File: src/rtl/sleep_clock_gate.sv
module sleep_clock_gate (
  input  logic        clk,
  input  logic        rst_n,
  input  logic [2:0]  mode_sel,
  input  logic        sleep_req,
  input  logic        adc_enabled,
  input  logic [10:0] wake_req,
  output logic        cpu_clk_en,
  output logic        flash_clk_en,
  output logic        io_clk_en,
  output logic        adc_clk_en,
  output logic        async_clk_en,
  output logic        adc_start,
  output logic        sleeping
);
  localparam logic [2:0] M_LIGHT = 3'd0;
  localparam logic [2:0] M_QUIET = 3'd1;
  localparam logic [2:0] M_DEEP  = 3'd2;
  localparam logic [4:0] EN_ALL  = 5'b11111;

  logic        sleeping_q;
  logic [2:0]  mode_q;
  logic [4:0]  en_q;
  logic        start_q;
  logic [10:0] allow;
  logic [4:0]  gate_pat;
  logic        enter, wake;

  always_comb begin
    case (mode_q)
      M_LIGHT: allow = 11'h7FF;
      M_QUIET: allow = 11'h1FF;
      M_DEEP:  allow = 11'h03F;
      default: allow = 11'h000;
    endcase
  end

  always_comb begin
    case (mode_sel)
      M_LIGHT: gate_pat = 5'b11100;
      M_QUIET: gate_pat = 5'b11000;
      default: gate_pat = 5'b00000;
    endcase
  end

  assign enter = sleep_req && !sleeping_q && (mode_sel <= M_DEEP);
  assign wake  = sleeping_q && |(wake_req & allow);

  always_ff @(posedge clk or negedge rst_n) begin
    if (!rst_n) begin
      sleeping_q <= 1'b0;
      mode_q     <= M_LIGHT;
      en_q       <= EN_ALL;
      start_q    <= 1'b0;
    end else begin
      start_q <= enter && adc_enabled && (mode_sel != M_DEEP);
      if (enter) begin
        sleeping_q <= 1'b1;
        mode_q     <= mode_sel;
        en_q       <= gate_pat;
      end else if (wake) begin
        sleeping_q <= 1'b0;
        en_q       <= EN_ALL;
      end
    end
  end

  assign {async_clk_en, adc_clk_en, io_clk_en, flash_clk_en, cpu_clk_en} = en_q;
  assign adc_start = start_q;
  assign sleeping  = sleeping_q;

  AST_RESERVED_NO_SLEEP: assert property (@(posedge clk) disable iff (!rst_n)
    (!sleeping && sleep_req && mode_sel > M_DEEP) |=> !sleeping);
  AST_WAKE_ALL_ON: assert property (@(posedge clk) disable iff (!rst_n)
    $fell(sleeping) |-> (cpu_clk_en && flash_clk_en && io_clk_en && adc_clk_en && async_clk_en));
  AST_NO_WAKE_WITHOUT_REQ: assert property (@(posedge clk) disable iff (!rst_n)
    (sleeping && wake_req == 11'd0) |=> sleeping);
  AST_START_ONE_CYCLE: assert property (@(posedge clk) disable iff (!rst_n)
    adc_start |=> !adc_start);
  AST_START_ON_ENTRY: assert property (@(posedge clk) disable iff (!rst_n)
    adc_start |-> ($rose(sleeping) && adc_clk_en));
  AST_CORE_OFF_ASLEEP: assert property (@(posedge clk) disable iff (!rst_n)
    sleeping |-> (!cpu_clk_en && !flash_clk_en));
  AST_EN_STABLE: assert property (@(posedge clk) disable iff (!rst_n)
    $stable(sleeping) |-> $stable({async_clk_en, adc_clk_en, io_clk_en, flash_clk_en, cpu_clk_en}));
endmodule

File: config.mk
export PLATFORM = sky130hd
export DESIGN_NAME = sleep_clock_gate
export DESIGN_NICKNAME = d
export VERILOG_FILES = /design/src/rtl/sleep_clock_gate.sv
export SDC_FILE = /design/constraint.sdc
export NUM_CORES = 1
export LEC_CHECK = 0
export BUFFER_PORTS_ARGS = -buffer_cell sky130_fd_sc_hd__clkbuf_2
export CAP_MARGIN = 15
export CORE_AREA = 2 2 39 41
export DETAILED_ROUTE_END_ITERATION = 12
export DIE_AREA = 0 0 41 43
export PLACE_DENSITY = 0.58
export SYNTH_ARGS = -nofsm -noshare
export SYNTH_HDL_FRONTEND = slang
export SYNTH_SLANG_ARGS = --single-unit
File: constraint.sdc
create_clock -name clk -period 1.5 [get_ports clk]
set_input_delay 0.15 -clock clk [delete_from_list [all_inputs] [get_ports clk]]
set_output_delay 0.15 -clock clk [all_outputs]
set_load 0.01 [all_outputs]
; ---- Word-level counts from Yosys, hierarchy flattened
; Index checks and enable logic that the tools add are counted.
; Widths: inputs -> output; s select.
[word_totals]
latchBits = 0
wordCells = 26
out_inout_bits = 7
mem_count = 0
ramBits = 0
ff_bits = 10
in_bits = 18
mem_bits_ro = 0
[op_classes]
mul = 0
n_shift = 0
order_cmp = 1
reduce_logical = 10
n_eq_ne = 4
addsub = 0
div_mod_pow = 0
bitwise_logic = 1
n_mux = 6
[op_table]
columns = op, n
row1 = $pmux 11 s3, 1
row2 = $and 11x11->11, 1
row3 = $reduce_or 11->1, 1
row4 = $mux 5, 2
row5 = $pmux 5 s2, 1
row6 = $eq 3x1->1 const B, 2
row7 = $logic_not 3->1, 2
row8 = $logic_and 1x1->1, 5
row9 = $eq 3x2->1 const B, 1
row10 = $le 3x2->1 const B, 1
row11 = $ne 3x2->1 const B, 1
row12 = $mux 1, 2
row13 = $reduce_bool 2->1, 1
row14 = $logic_not 1->1, 1

; ---- Longest topological paths before layout
; Gate-level depths: netlist of run 1.
[logic_depth]
word_depth = 7
depth_mapped = 3
mapped_depth_nobuf = 3

; ---- Worst setup path after synthesis of run 1
; No wires, ideal clock.
[synth_path]
path_kind = register -> register
from = register sleeping_q, in the netlist sleeping
to = register mode_q[0]
t_required_ps = 1375
setup_slack_ps = 144
synth_period_minus_slack_ps = 1356
arrival_time_ps = 1231
setup_time_ps = 125
stages_incl_launch_ff = 4
path_cell_list = dfrtp_1 nor3b_1 nand2_1 mux2_2
[synth_between]
elab_chain_len = 3
[synth_lines]
columns = item, line_no
row1 = start: declaration, 21  ; logic sleeping_q;
row2 = start signal: assignment, 51  ; sleeping_q <= 1'b0;
row3 = start signal: assignment, 58  ; sleeping_q <= 1'b1;
row4 = start signal: assignment, 62  ; sleeping_q <= 1'b0;
row5 = $logic_not 1->1, 46  ; assign enter = sleep_req && !sleeping_q && (mode_sel <= M_DEEP);
row6 = $logic_and 1x1->1 (2 in a row), 46
row7 = end signal: assignment, 59  ; mode_q <= mode_sel;
row8 = end: declaration, 22  ; logic [2:0] mode_q;
; No other way between the ends.
; A chain may end at the register's enable or synchronous reset.

; ---- Worst setup path after layout of run 1
[layout_path]
from = register sleeping_q, in the netlist sleeping
to = register mode_q[1]
; The elaborated chain is that of the path after synthesis.

==> results of run 1 <==
[kinds of logic after synthesis]
logic type	after synthesis	synth area share, %
compound gates	11	22.1
buf+inv	3	4.54
flops	8	49.4
mux	2	5.45
simple gates	12	18.5
[report_power, final]
part / internal [mW] / switching [mW] / total (mW) / leakage [nW]
Sequential: 0.310 / 0.0544 / 0.365 / 0.0957
Combinational: 0.172 / 0.155 / 0.327 / 0.173
Clock: 0.102 / 0.0713 / 0.173 / 0.0150
[metrics by stage]
| step | worst slack, ns | hold WS (ns) | instances | util [%] |
|---|---|---|---|---|
| detailed placement | 0.0305 | 0.00591 | 75 | 39.4 |
| global route | 0.112 | 0.0957 | 80 | 42.0 |
| floorplan | 0.144 | -0.146 | 36 | - |
| global placement | 0.0449 | 0.00987 | 75 | 39.4 |
| finish | 0.237 | 0.106 | 80 | 42.0 |
| CTS | 0.226 | 0.0961 | 80 | 42.0 |
[area by class of cell]
| type | instances | area (µm²) | area share [%] |
|---|---|---|---|
| clock buffers | 4 | 26.3 | 4.52 |
| inverters | 1 | 3.75 | 0.645 |
| multi-input cells | 25 | 190 | 32.7 |
| flip-flops and latches | 8 | 204 | 35.1 |
| well taps | 16 | 20.0 | 3.44 |
| repair buffers | 26 | 138 | 23.7 |
[per-layer routing]
| layer | track usage, % | up-vias | share of wire, % |
|---|---|---|---|
| met3 | 6.28 | 0 | 8.4 |
| li1 | - | 197 | - |
| met1 | 15.1 | 189 | 45 |
| met5 | 0 | - | 0 |
| met2 | 19.1 | 16 | 47 |
| met4 | 6.00 | 0 | 0 |
[critical path, delay by kind of cell, from the launching register on]
| family | cells | cell delay (ns) |
|---|---|---|
| simple gates | 2 | 0.44 |
| mux | 1 | 0.29 |
| flops | 1 | 0.41 |
[state kept, by name, summed over array words and instances (netlist names)]
name and flops:
mode_q 3, en_q 3, adc_start 1, sleeping 1
[cell usage in the layout, fill, tap and decap left out, drive strengths merged]
cell type	n
clkbuf	28
dfrtp	5
nand2	3
dfstp	3
nor3b	2
and2	2
mux2	2
a21oi	2
a32oi	2
and3b	1
o21ba	1
o41a	1
or4	1
nor2b	1
o311a	1
inv	1
a31oi	1
nor3	1
a211o	1
o41ai	1
o311ai	1
or2	1
dlygate4sd3	1
buf	1
[what timing repair did]
action / in CTS / in global routing
endpoints found under the hold margin: 8 / 0
endpoints found under the setup margin: 0 / 0
hold buffers: 1 / 0
[worst paths after layout]
check / from / end / slack [ns] / cells after the start
max in group asynchronous: rst_n / en_q[2] / 0.97 / 2
min reg2reg: mode_q[2] / mode_q[2] / 0.52 / 1
min in group asynchronous: rst_n / sleeping / 0.28 / 2
max reg2reg: sleeping / mode_q[1] / 0.24 / 3
max: sleeping / mode_q[1] / 0.24 / 3
min: mode_sel[1] / en_q[3] / 0.11 / 2
==> impl_metrics.ini, run 1 <==
[outcome]
status = finished, final reports clean

[sta]
worst_slew_pin_slew_ns = 0.434
min_period_over_period_pct = 84.2
setup-violations-final = 0
finalCriticalPeriod_ns = 1.26
setup_tns_ns = 0
fmax_ghz = 0.792
slew_viol_final = 0
finClkSkew_ns = 0.00677
hold_viol_final = 0
slew_headroom_pct = 70.7
rsz0062_at_grt = no

[cts]
cts_buffers = 3
worstSkewPairLatency_ns = 0.25
clock-sinks = 8
cts.path.max_buffers = 2
cts_tree = built
cts_root_buf = clkbuf_4
cts_setup_buffers = 0
clk_pin_slew_worst_paths_ns = 0.06
htreeDepth = 1
cts_resized = 0

[power_and_ir_drop]
p_per_area_nw_per_um2 = 1490
leakage_nw = 0.284
ir_drop_uv = 499
total_power_mw = 0.865

[synthesis]
synth_top_area_share_pct = 30.3
synth_nets = 54
syn_avg_cell_area_um2 = 11.5
synth.distinct_cells = 22
yosys_warnings = 0
post-synth-top-count-cell = dfrtp_1
yosysTopAreaCell = dfrtp_1
yosysSeqAreaShare_pct = 49.4
synth-edff-count = 0
ys_ff_latch = 8
synth_flop_cell = dfrtp_1
syn_inst = 36
yosys-top-cells-count = dfrtp_1 (5), dfstp_2 (3), nand2_1 (3)
synthArstFlopShare_pct = 100
synthTopCellsByArea = dfrtp_1 (30%), dfstp_2 (19%), mux2_2 (5.5%), a32oi_1 (4.2%), buf_4 (3.6%)
syn_area_um2 = 413

[layout]
area_growth_pct = 40.9
n_antenna_cell = 0
layout-drive-gt1-share_pct = 56.3
design_area_um2 = 582
nFillCells = 144
fin_nets = 83

[grt]
track_usage_pct = 12.9
grt_pass1_vias = 388
grt_max_degree = 9
antenna_found_initial = 0
grt_overflow = 0
grt_pass1_wl_um = 1490

[place]
place.gp.congestion = 0.645
placed_cell_area_um2 = 546
port-buffer-count = 24
hpwl_um = 791

[routing]
vias = 402
routed_wl_um = 945
first_pass_iters = 4
wl_per_cell_um = 11.8
routed_via_density = 5.03
detail-route-antenna-nets = 0
drc = 0
drt_iter0_drc = 7

[critical_path]
cp.required_ns = 1.63
path_max_fanout = 5
crit_path_cell_trace = nor3b_1 -> nand2_1 -> mux2_2
critPathArrivalTime_ns = 1.39
critPathSlowestCell = dfrtp_1
crit_type = reg -> reg
crit_path_max_incr_delay_ns = 0.41
cp-end-kind = flop
start_kind = flop

[die]
dieArea_um2 = 1760
dieHeight_um = 43
ioPinCount = 25
row_count = 14
core_area_um2 = 1380
start_util_pct = 29.8
die_x_um = 41

[run]
drv_cap = 0

[worst_hold_path]
hold_class = in -> reg
(Power assumes the default switching activity.)
==> run 2: changes to the inputs <==
Settings changed: ABC_AREA set to 1, PLACE_DENSITY 0.58 to 0.57.
Clock period 1.5 ns to 1.3 ns, I/O delays scaled along.
==> run 2 against run 1 <==
  * Total power grew 21%
  * Flip-flop and latch count is the same
  * Largest cell class unchanged
  * Largest power group unchanged
  * Critical path type is now reg -> out
  * Worst hold slack lost 0.042 ns
  * Worst setup slack gained 0.015 ns
  * Global-route usage shrank 0.37 points
  * First-iteration DRC count shrank 71%
==> impl_metrics.ini, run 2 <==
[critical_path]
path_delay_family = flip-flops
cp.required_ns = 1.17
path_max_fanout = 3
critPathArrivalTime_ns = 0.92
cp_num_buf_inv = 1
cp-end-kind = output pin
critPathSlowestCell = dfstp_2
start_kind = flop
crit_path_cell_trace = clkbuf_2
reg2reg_slack_ns = 0.26
crit_path_max_incr_delay_ns = 0.54
crit_type = reg -> out

[routing]
wl_met2_um = 433
vias = 407
drt_iter0_drc = 2
detail-route-antenna-nets = 0
wl_per_cell_um = 9.32
drt-met1-wl_um = 383
first_pass_iters = 3
top_layer_used = met4
routed_via_density = 4.24
drc = 0
met3WireLength_um = 70
routed_wl_um = 895

[layout]
reg.largest.list = en_q (3), mode_q (3)
layout_commonest_cell = clkbuf_2
area_growth_pct = 39.8
layout-drive-gt1-share_pct = 42.5
most-common-layout-cells = clkbuf_2 (24), nand2_1 (19), nor2_1 (7), inv_1 (5), dfrtp_1 (5)
n_antenna_cell = 0
fin_nets = 99

[power_and_ir_drop]
p_per_area_nw_per_um2 = 1840
ir_drop_uv = 836
combPwrFrac_pct = 38.3
leakage_nw = 0.330
intPower_mw = 0.660
p_switching_mw = 0.385
switching_share_pct = 36.9
p_clk_share_pct = 20.0
p_seq_share_pct = 41.6

[die]
dieArea_um2 = 1760
start_util_pct = 29.3
dieHeight_um = 43
ioPinCount = 25
row_count = 14
core_area_um2 = 1380
die_x_um = 41

[cts]
worstSkewPairLatency_ns = 0.26
cts_setup_buffers = 0
cts.path.max_buffers = 2
cts_resized = 0
clk_pin_slew_worst_paths_ns = 0.06
clock-sinks = 8
ctsHoldBuffers = 1
cts_tree = built
cts_root_buf = clkbuf_4
cts_buffers = 3
htreeDepth = 1

[sta]
fmax_ghz = 0.954
rsz0062_at_grt = no
hold_viol_final = 0
holdWs_ns = 0.0639
finalCriticalPeriod_ns = 1.05
setup_tns_ns = 0
slew_viol_final = 0
setup-violations-final = 0
worst_slew_pin_slew_ns = 0.208
finClkSkew_ns = 0.00461
slew_headroom_pct = 86.1
min_period_over_period_pct = 80.7

[synthesis]
synth.mux.area_fraction_pct = 0
yosysTopAreaCell = dfrtp_1
synth_flop_cell = dfrtp_1
synth_xor_area_share_pct = 0
yosysSeqAreaShare_pct = 50.3
synth_nets = 71
yosys_warnings = 0
ys_ff_latch = 8
synth_top_family_by_area = simple AND/OR/NAND/NOR gates
post-synth-top-count-cell = nand2_1
synthArstFlopShare_pct = 100
synth.distinct_cells = 14
synthAdderAreaFrac_pct = 0
synth-compound-area-share_pct = 7.10
syn_inst = 53
yosys-top-cells-count = nand2_1 (19), nor2_1 (7), dfrtp_1 (5), inv_1 (5)
syn_avg_cell_area_um2 = 7.65
synth-edff-count = 0
synth-simple-area-share_pct = 32.1
synthTopCellsByArea = dfrtp_1 (31%), dfstp_2 (19%), nand2_1 (18%), nor2_1 (6.5%), inv_1 (4.6%)
syn_area_um2 = 405
synth_top_area_share_pct = 30.9

[run]
drv_cap = 0

[outcome]
status = finished, final reports clean

[grt]
grt_max_degree = 9
grt_pass1_wl_um = 1460
grt_pass1_vias = 380
antenna_found_initial = 0
track_usage_pct = 12.6
grt_overflow = 0

[place]
port-buffer-count = 24
hpwl_um = 681
place.gp.congestion = 0.735

[worst_hold_path]
hold_class = in -> reg
## run 2: area by class of cell
| type | instances | area (µm²) |
|---|---|---|
| flip-flops and latches | 8 | 204 |
| multi-input cells | 36 | 159 |
| inverters | 7 | 27.5 |
| well taps | 16 | 20.0 |
| repair buffers | 25 | 130 |
| fillers | 158 | 817 |
| clock buffers | 4 | 26.3 |
## run 2: kinds of logic (layout without fill, tap and decap cells)
group | after synthesis | after routing
AOI/OAI and AO/OA | 5 | 5
buffers and inverters | 9 | 36
DFF | 8 | 8
and+or+nand+nor | 31 | 31
## run 2: path summary, 6_finish.rpt
kind,startpoint,end,cells past startpoint
min,adc_enabled,adc_start,3
min in group asynchronous,rst_n,mode_q[2],2
max in group asynchronous,rst_n,en_q[1],2
max,en_q[1],cpu_clk_en,1
max reg2reg,mode_q[0],en_q[3],9
min reg2reg,en_q[1],en_q[1],2
## run 2: power by group through the flow
stage	sequential, mW	clock, mW	combinational [mW]
2_1_floorplan	0.467	0	0.252
3_3_place_gp	0.438	0	0.398
3_5_place_dp	0.443	0	0.401
4_1_cts	0.436	0.216	0.411
5_1_grt	0.453	0.235	0.468
6_report	0.435	0.209	0.401
## run 2: metal layers
| layer | vias up | GRT usage [%] |
|---|---|---|
| met5 | - | 0 |
| met4 | 0 | 10.0 |
| met3 | 2 | 3.14 |
| met2 | 19 | 17.5 |
| met1 | 169 | 15.6 |
| li1 | 217 | - |
## run 2: through the flow
step                cell area [µm²]  util (%)  instances  power (mW)  setup WS (ns)
finish                          567      41.0         96        1.05          0.251
global route                    567      41.0         96        1.16          0.122
CTS                             567      41.0         96        1.06          0.222
detailed placement              531      38.3         91       0.844          0.268
global placement                531      38.3         91       0.836          0.298
floorplan                       405         -         53       0.719          0.355
